`config.mk`:
```
export PLATFORM = sky130hd
export DESIGN_NAME = sertx_top
export DESIGN_NICKNAME = d
export VERILOG_FILES = /design/src/rtl/sertx_pkg.sv /design/src/rtl/sertx_shifter.sv /design/src/rtl/sertx_scrambler.sv /design/src/rtl/sertx_nrzi.sv /design/src/rtl/sertx_top.sv
export SDC_FILE = /design/constraint.sdc
export NUM_CORES = 1
export LEC_CHECK = 0
export ABC_CLOCK_PERIOD_IN_PS = 900
export BUFFER_PORTS_ARGS = -buffer_cell sky130_fd_sc_hd__clkbuf_2
export CORE_MARGIN = 2
export CORE_UTILIZATION = 46
export DETAILED_ROUTE_END_ITERATION = 8
export PLACE_DENSITY = 0.78
export SETUP_SLACK_MARGIN = 0.15
export SYNTH_ARGS = -nofsm -noshare
export SYNTH_HDL_FRONTEND = slang
export SYNTH_HIERARCHICAL = 1
export SYNTH_SLANG_ARGS = --single-unit
```
`constraint.sdc`:
```
create_clock -name clk -period 0.9 [get_ports clk]
set_input_delay 0.135 -clock clk [delete_from_list [all_inputs] [get_ports clk]]
set_output_delay 0.135 -clock clk [all_outputs]
set_load 0.01 [all_outputs]
```
`src/rtl/sertx_pkg.sv`:
```
package sertx_pkg;
  parameter int WORD_W      = 10;
  parameter int SCR_TAP_LO  = 4;
  parameter int SCR_TAP_HI  = 9;
  parameter int PIPE_DEPTH  = 3;  // shifter, scrambler, line stage
endpackage

```
`src/rtl/sertx_shifter.sv`:
```
module sertx_shifter #(
  parameter int W = sertx_pkg::WORD_W
) (
  input  logic         clk,
  input  logic         rst,
  input  logic         load,
  input  logic [W-1:0] word_in,
  output logic         bit_o
);
  logic [W-1:0] sh_q;

  always_ff @(posedge clk) begin
    if (rst)       sh_q <= '0;
    else if (load) sh_q <= word_in;
    else           sh_q <= {1'b0, sh_q[W-1:1]};
  end

  assign bit_o = sh_q[0];

  // strobes are single-cycle
  p_strobe_r1: assert property (@(posedge clk) disable iff (rst)
    load |=> !load);
endmodule

```
`src/rtl/sertx_scrambler.sv`:
```
module sertx_scrambler #(
  parameter int TAP_LO = sertx_pkg::SCR_TAP_LO,
  parameter int TAP_HI = sertx_pkg::SCR_TAP_HI
) (
  input  logic clk,
  input  logic rst,
  input  logic bit_i,
  output logic bit_o
);
  logic [TAP_HI-1:0] hist_q;
  logic              fb;

  assign fb = bit_i ^ hist_q[TAP_LO-1] ^ hist_q[TAP_HI-1];

  always_ff @(posedge clk) begin
    if (rst) hist_q <= '0;
    else     hist_q <= {hist_q[TAP_HI-2:0], fb};
  end

  assign bit_o = hist_q[0];
endmodule

```
`src/rtl/sertx_nrzi.sv`:
```
module sertx_nrzi (
  input  logic clk,
  input  logic rst,
  input  logic bit_i,
  output logic line_o
);
  logic line_q;

  always_ff @(posedge clk) begin
    if (rst) line_q <= 1'b0;
    else     line_q <= line_q ^ bit_i;
  end

  assign line_o = line_q;

  // a zero holds the level, a one toggles it
  p_hold_r3: assert property (@(posedge clk) disable iff (rst)
    !bit_i |=> $stable(line_o));
  p_flip_r3: assert property (@(posedge clk) disable iff (rst)
    bit_i |=> (line_o != $past(line_o)));
endmodule

```
`src/rtl/sertx_top.sv`:
```
module sertx_top #(
  parameter int W = sertx_pkg::WORD_W
) (
  input  logic         clk,
  input  logic         rst,
  input  logic         load,
  input  logic [W-1:0] word_in,
  input  logic         lock,
  output logic         ser_p,
  output logic         ser_n
);
  localparam int PIPE = sertx_pkg::PIPE_DEPTH;

  logic            sh_bit, scr_bit, line;
  logic [PIPE-1:0] ld_pipe;
  logic            boundary, en_q, en_next;
  logic            ser_p_q, ser_n_q;

  sertx_shifter #(.W(W)) u_shift (
    .clk(clk), .rst(rst), .load(load), .word_in(word_in), .bit_o(sh_bit));

  sertx_scrambler u_scr (
    .clk(clk), .rst(rst), .bit_i(sh_bit), .bit_o(scr_bit));

  sertx_nrzi u_nrzi (
    .clk(clk), .rst(rst), .bit_i(scr_bit), .line_o(line));

  // strobe delayed to match the data path, marks bit 0 at the output gate
  always_ff @(posedge clk) begin
    if (rst) ld_pipe <= '0;
    else     ld_pipe <= {ld_pipe[PIPE-2:0], load};
  end

  assign boundary = ld_pipe[PIPE-1];
  assign en_next  = lock & (en_q | boundary);

  always_ff @(posedge clk) begin
    if (rst) begin
      en_q    <= 1'b0;
      ser_p_q <= 1'b1;
      ser_n_q <= 1'b0;
    end else begin
      en_q    <= en_next;
      ser_p_q <= en_next ? line  : 1'b1;
      ser_n_q <= en_next ? ~line : 1'b0;
    end
  end

  assign ser_p = ser_p_q;
  assign ser_n = ser_n_q;

  p_pair_compl_r4: assert property (@(posedge clk) disable iff (rst)
    ser_n != ser_p);
  p_idle_r5: assert property (@(posedge clk) disable iff (rst)
    !lock |=> (ser_p && !ser_n));
  p_rearm_r6: assert property (@(posedge clk) disable iff (rst)
    (!en_q && !boundary) |=> (ser_p && !ser_n));
endmodule

```
## Yosys cells after proc, flatten, opt, wreduce, memory -nomap -nowiden

Cells that the tools add are included.

- Bits in registers: 26
- Input port bits: 14
- Output and inout port bits: 2
- Logic and storage cells: 19

- Muxes and demuxes: 1
- Bitwise gates (word level): 8
- Reductions and logical operators: 2

Operators by type and width:

| cell | count |
|---|---|
| two-way mux 9 bit | 1 |
| OR reduction 2 bit | 2 |
| inverter 1 bit | 3 |
| bitwise XOR 1 bit | 3 |
| bitwise AND 1 bit | 1 |
| OR 1 bit | 1 |

## Logic depth before layout (Yosys ltp)

- Word-level depth: 4
- Gate-level depth with buffers: 3
- Gate-level depth less buffers: 2

## Modules after synthesis

Netlist, hierarchy kept.

By module, submodules not included:

| module | times used | cells each | area an instance (µm²) | sequential area each (µm²) |
|---|---|---|---|---|
| sertx_shifter | 1 | 31 | 352.8 | 200.2 |
| sertx_scrambler | 1 | 20 | 274.0 | 180.2 |
| sertx_top | 1 | 13 | 176.4 | 120.1 |
| sertx_nrzi | 1 | 3 | 32.5 | 20.0 |

## Worst setup path before layout

Ideal clock, no wire load.

- Kind: reg2reg
- From: register u_nrzi.line_q (netlist: u_nrzi/line_o)
- To: register ser_p_q (netlist: ser_p)
- Library setup time: 0.135 ns
- Arrival time: 0.794 ns
- Required time: 0.765 ns
- Setup slack: -0.028 ns
- Cell stages (with the launch flop): 2
- Path buffers: 0
- Clock period less this slack: 0.928 ns
- Cells stage by stage: dfxtp_1 or4b_1

RTL lines:

| what | RTL line | source |
|---|---|---|
| from (decl) | sertx_nrzi.sv:7 | `logic line_q;` |
| from (signal assigned) | sertx_nrzi.sv:11 | `else line_q <= line_q ^ bit_i;` |
| to (signal assigned) | sertx_top.sv:44 | `ser_p_q <= en_next ? line : 1'b1;` |
| to (decl) | sertx_top.sv:17 | `logic ser_p_q, ser_n_q;` |

No word-level cell between the ends.

## Worst setup path after layout

- From: register u_nrzi.line_q (netlist: u_nrzi/line_o)
- To: register ser_p_q (netlist: ser_p)

No word-level cell between the ends.

==> key figures <==
STA
  • Worst-Margin Slew: 312 ps
  • Worst Hold Slack: 38.3 ps
  • RSZ-0062 raised after global routing: true
  • Final WS setup: -64.9 ps
  • Period minus WS final: 965 ps
  • Slew Limit Headroom: 79.2%
  • Period utilisation layout: 107%
  • Final Slew Violations: 0
  • Setup TNS: -100 ps
  • F_max: 1040 MHz
  • Worst Skew: 10.2 ps
  • Endpoints failing setup: 2
  • Final hold violations: 0

Clocking
  • H-tree lvl count: 1
  • Clock sink total: 26
  • CTS tree: yes
  • CTS Hold Bufs: 0
  • Clk pin slew, worst setup/hold paths: 140 ps
  • Postcts setup bufs: 0
  • Max clock buf depth: 2
  • CTS buffer count: 3
  • Later-pin clock latency in the skew report: 320 ps
  • Root Driver: clkbuf_4

GRT
  • Largest net degree at the start of global routing: 16
  • Total congestion overflow: 0
  • First-pass GRT wire length: 1.85 mm
  • Tot GR Track Use: 12.9%
  • Initial antenna violation count: 0
  • Vias in the first global route: 423

Floorplan
  • Die width: 46.6 um
  • Die H: 46.6 um
  • Rows: 15
  • Die area: 0.00217 mm^2
  • Starting Density: 48.4%
  • IO Pins: 16
  • Core area: 0.00173 mm^2

Routing
  • Drt pass-1 iters: 2
  • # DRC: 0
  • Wire per inst: 10.6 um
  • Post-DRT Antenna Nets: 0
  • DRT iter0 DRCs: 3
  • DR vias: 507
  • Total Wirelength: 1.20 mm
  • Vias per cell: 4.49

Worst setup path
  • Worst Path Max Fanout: 2
  • Crit path launch: u_nrzi/line_o$_SDFF_PP0_
  • Length in cells of the worst reg-to-reg path: 1
  • Flop-to-flop setup slack: -60 ps
  • CP max stage delay: 510 ps
  • WP data arrival: 1160 ps
  • Crit path depth: 1
  • Reg2reg end: ser_p$_SDFF_PP1_
  • Crit start category: flip-flop
  • CP Capture Point: ser_p$_SDFF_PP1_
  • Worst r2r src: u_nrzi/line_o$_SDFF_PP0_
  • Critical Path Slowest Stage Cell: or4b_1
  • Worst-path cell chain: or4b_1
  • Worst path required time: 1100 ps
  • Buf+Inv Stages, Crit Path: 0
  • WS Path Type: reg -> reg
  • CP delay by family, top: simple AND/OR/NAND/NOR gates
  • Crit end category: flip-flop

Run
  • Number of max-cap violations: 0

Worst hold path
  • Hold Crit Class: in -> reg

Final layout
  • Fill cells: 155
  • Final core occ: 61.2%
  • Fin area: 0.00106 mm^2
  • Synth-to-layout area growth: 26.3%
  • ANT cells: 0
  • Post-layout net count: 103
  • Share of cells above drive strength 1: 53.4%

Synthesis
  • Top cell type's share of synthesized area: 62.3%
  • Sequential fraction of the synthesis area: 62.3%
  • Syn Nets: 81
  • Area contributors post-synth: dfxtp_1 (62%), mux2i_1 (11%), and2b_2 (10%)
  • Ys Warns: 6
  • Synth unique cells: 14
  • Flops & latches, synth: 26
  • Syn avg cell area: 12.5 um^2
  • Synth area leader: dfxtp_1
  • Mapped Cells: 67
  • Post-Syn Area: 836 um^2

Power
  • Tot Pwr: 2.12 mW
  • Pwr Density: 2010 mW/mm^2
  • Worst vdd ir: 1.77 mV
  • Leak: 0.492 nW

Placement
  • Port Buffer Count: 15
  • GP Congestion: 0.651
  • Cell Area, Placed: 956 um^2
  • HPWL after detailed placement: 845 um

Status
  • Outcome: finished, violations left
  • Failing checks: negative setup slack
==> cells by family after synthesis <==
group,Yosys count,share of synthesized area (%)
buffers and inverters,2,2.25
DFF,26,62.3
muxes,10,12.1
xor gates and xnor gates,2,2.10
and+or+nand+nor,27,21.3
==> placed cells by master (no fill, tap or decap), types with 2 or more instances in the layout <==
master    count
buf_6         2
clkbuf_2     13
mux2i_1       9
and2b_2      10
dfxtp_2       6
buf_4         3
clkbuf_4      3
nor2_1       11
dfxtp_1      20
==> registers in the layout, indices dropped and copies added, names as in the netlist <==
register	count
u_nrzi/line_o	1
u_shift/sh_q	10
ser_n	1
u_scr/hist_q	9
en_q	1
ser_p	1
ld_pipe	3
==> cell type report <==
class / instances / area, um^2 / share of cell area, %
Tap cell: 25 / 31.3 / 2.96
Sequential cell: 26 / 528 / 50.0
Clock buffer: 3 / 22.5 / 2.13
Timing Repair Buffer: 19 / 115 / 10.9
Clock inverter: 1 / 30.0 / 2.84
Multi-Input combinational cell: 39 / 329 / 31.2
==> through the flow <==
stage / setup WS (ps) / cells
floorplan: -12.9 / 67
global placement: -4.85 / 109
detailed placement: -44.6 / 109
CTS: -58.7 / 113
global route: -77.7 / 113
finish: -64.9 / 113
==> tightest hold or removal path: cells and delay by family <==
kind | cells | cell delay, ps
buf+inv | 1 | 70
simple gates | 1 | 70
mux | 1 | 50
==> cell usage after synthesis <==
master    n
and2b_2  10
and3b_2   1
buf_4     1
buf_6     1
dfxtp_1  26
mux2_2    1
mux2i_1   9
nor2_1   12
nor2b_2   1
nor3b_1   1
nor4b_1   1
or4b_1    1
xnor2_1   1
xor2_1    1
==> worst min path at each step <==
stage	startpoint	to	cells after the start
after floorplan	rst	u_nrzi/line_o$_SDFF_PP0_	1
after global placement	word_in[8]	u_shift/sh_q[8]$_SDFF_PP0_	3
after detailed placement	word_in[2]	u_shift/sh_q[2]$_SDFF_PP0_	3
after CTS	word_in[2]	u_shift/sh_q[2]$_SDFF_PP0_	3
after global routing	word_in[2]	u_shift/sh_q[2]$_SDFF_PP0_	3
final	word_in[2]	u_shift/sh_q[2]$_SDFF_PP0_	3
==> power by group <==
group          total [mW]  internal, mW  switching [mW]
clock               0.776         0.451           0.325
combinational       0.143        0.0833          0.0597
sequential           1.21          1.19          0.0138
==> per-layer routing <==
layer | part of all wire [%] | vias to the layer above | track usage, %
met1 | 44 | 230 | 16.1
met3 | 6.8 | 5 | 6.27
met2 | 47 | 14 | 17.5
li1 | - | 258 | -
met5 | 0 | - | 0
met4 | 2.3 | 0 | 8.33
==> what timing repair did <==
| item | CTS | global route |
|---|---|---|
| endpoints found under the hold margin | 0 | 0 |
| pin swaps | 1 | 2 |
| gates resized for setup | 6 | 8 |
| setup endpoints to repair | 6 | 7 |
Note: power is estimated with default switching activity, not from simulation.
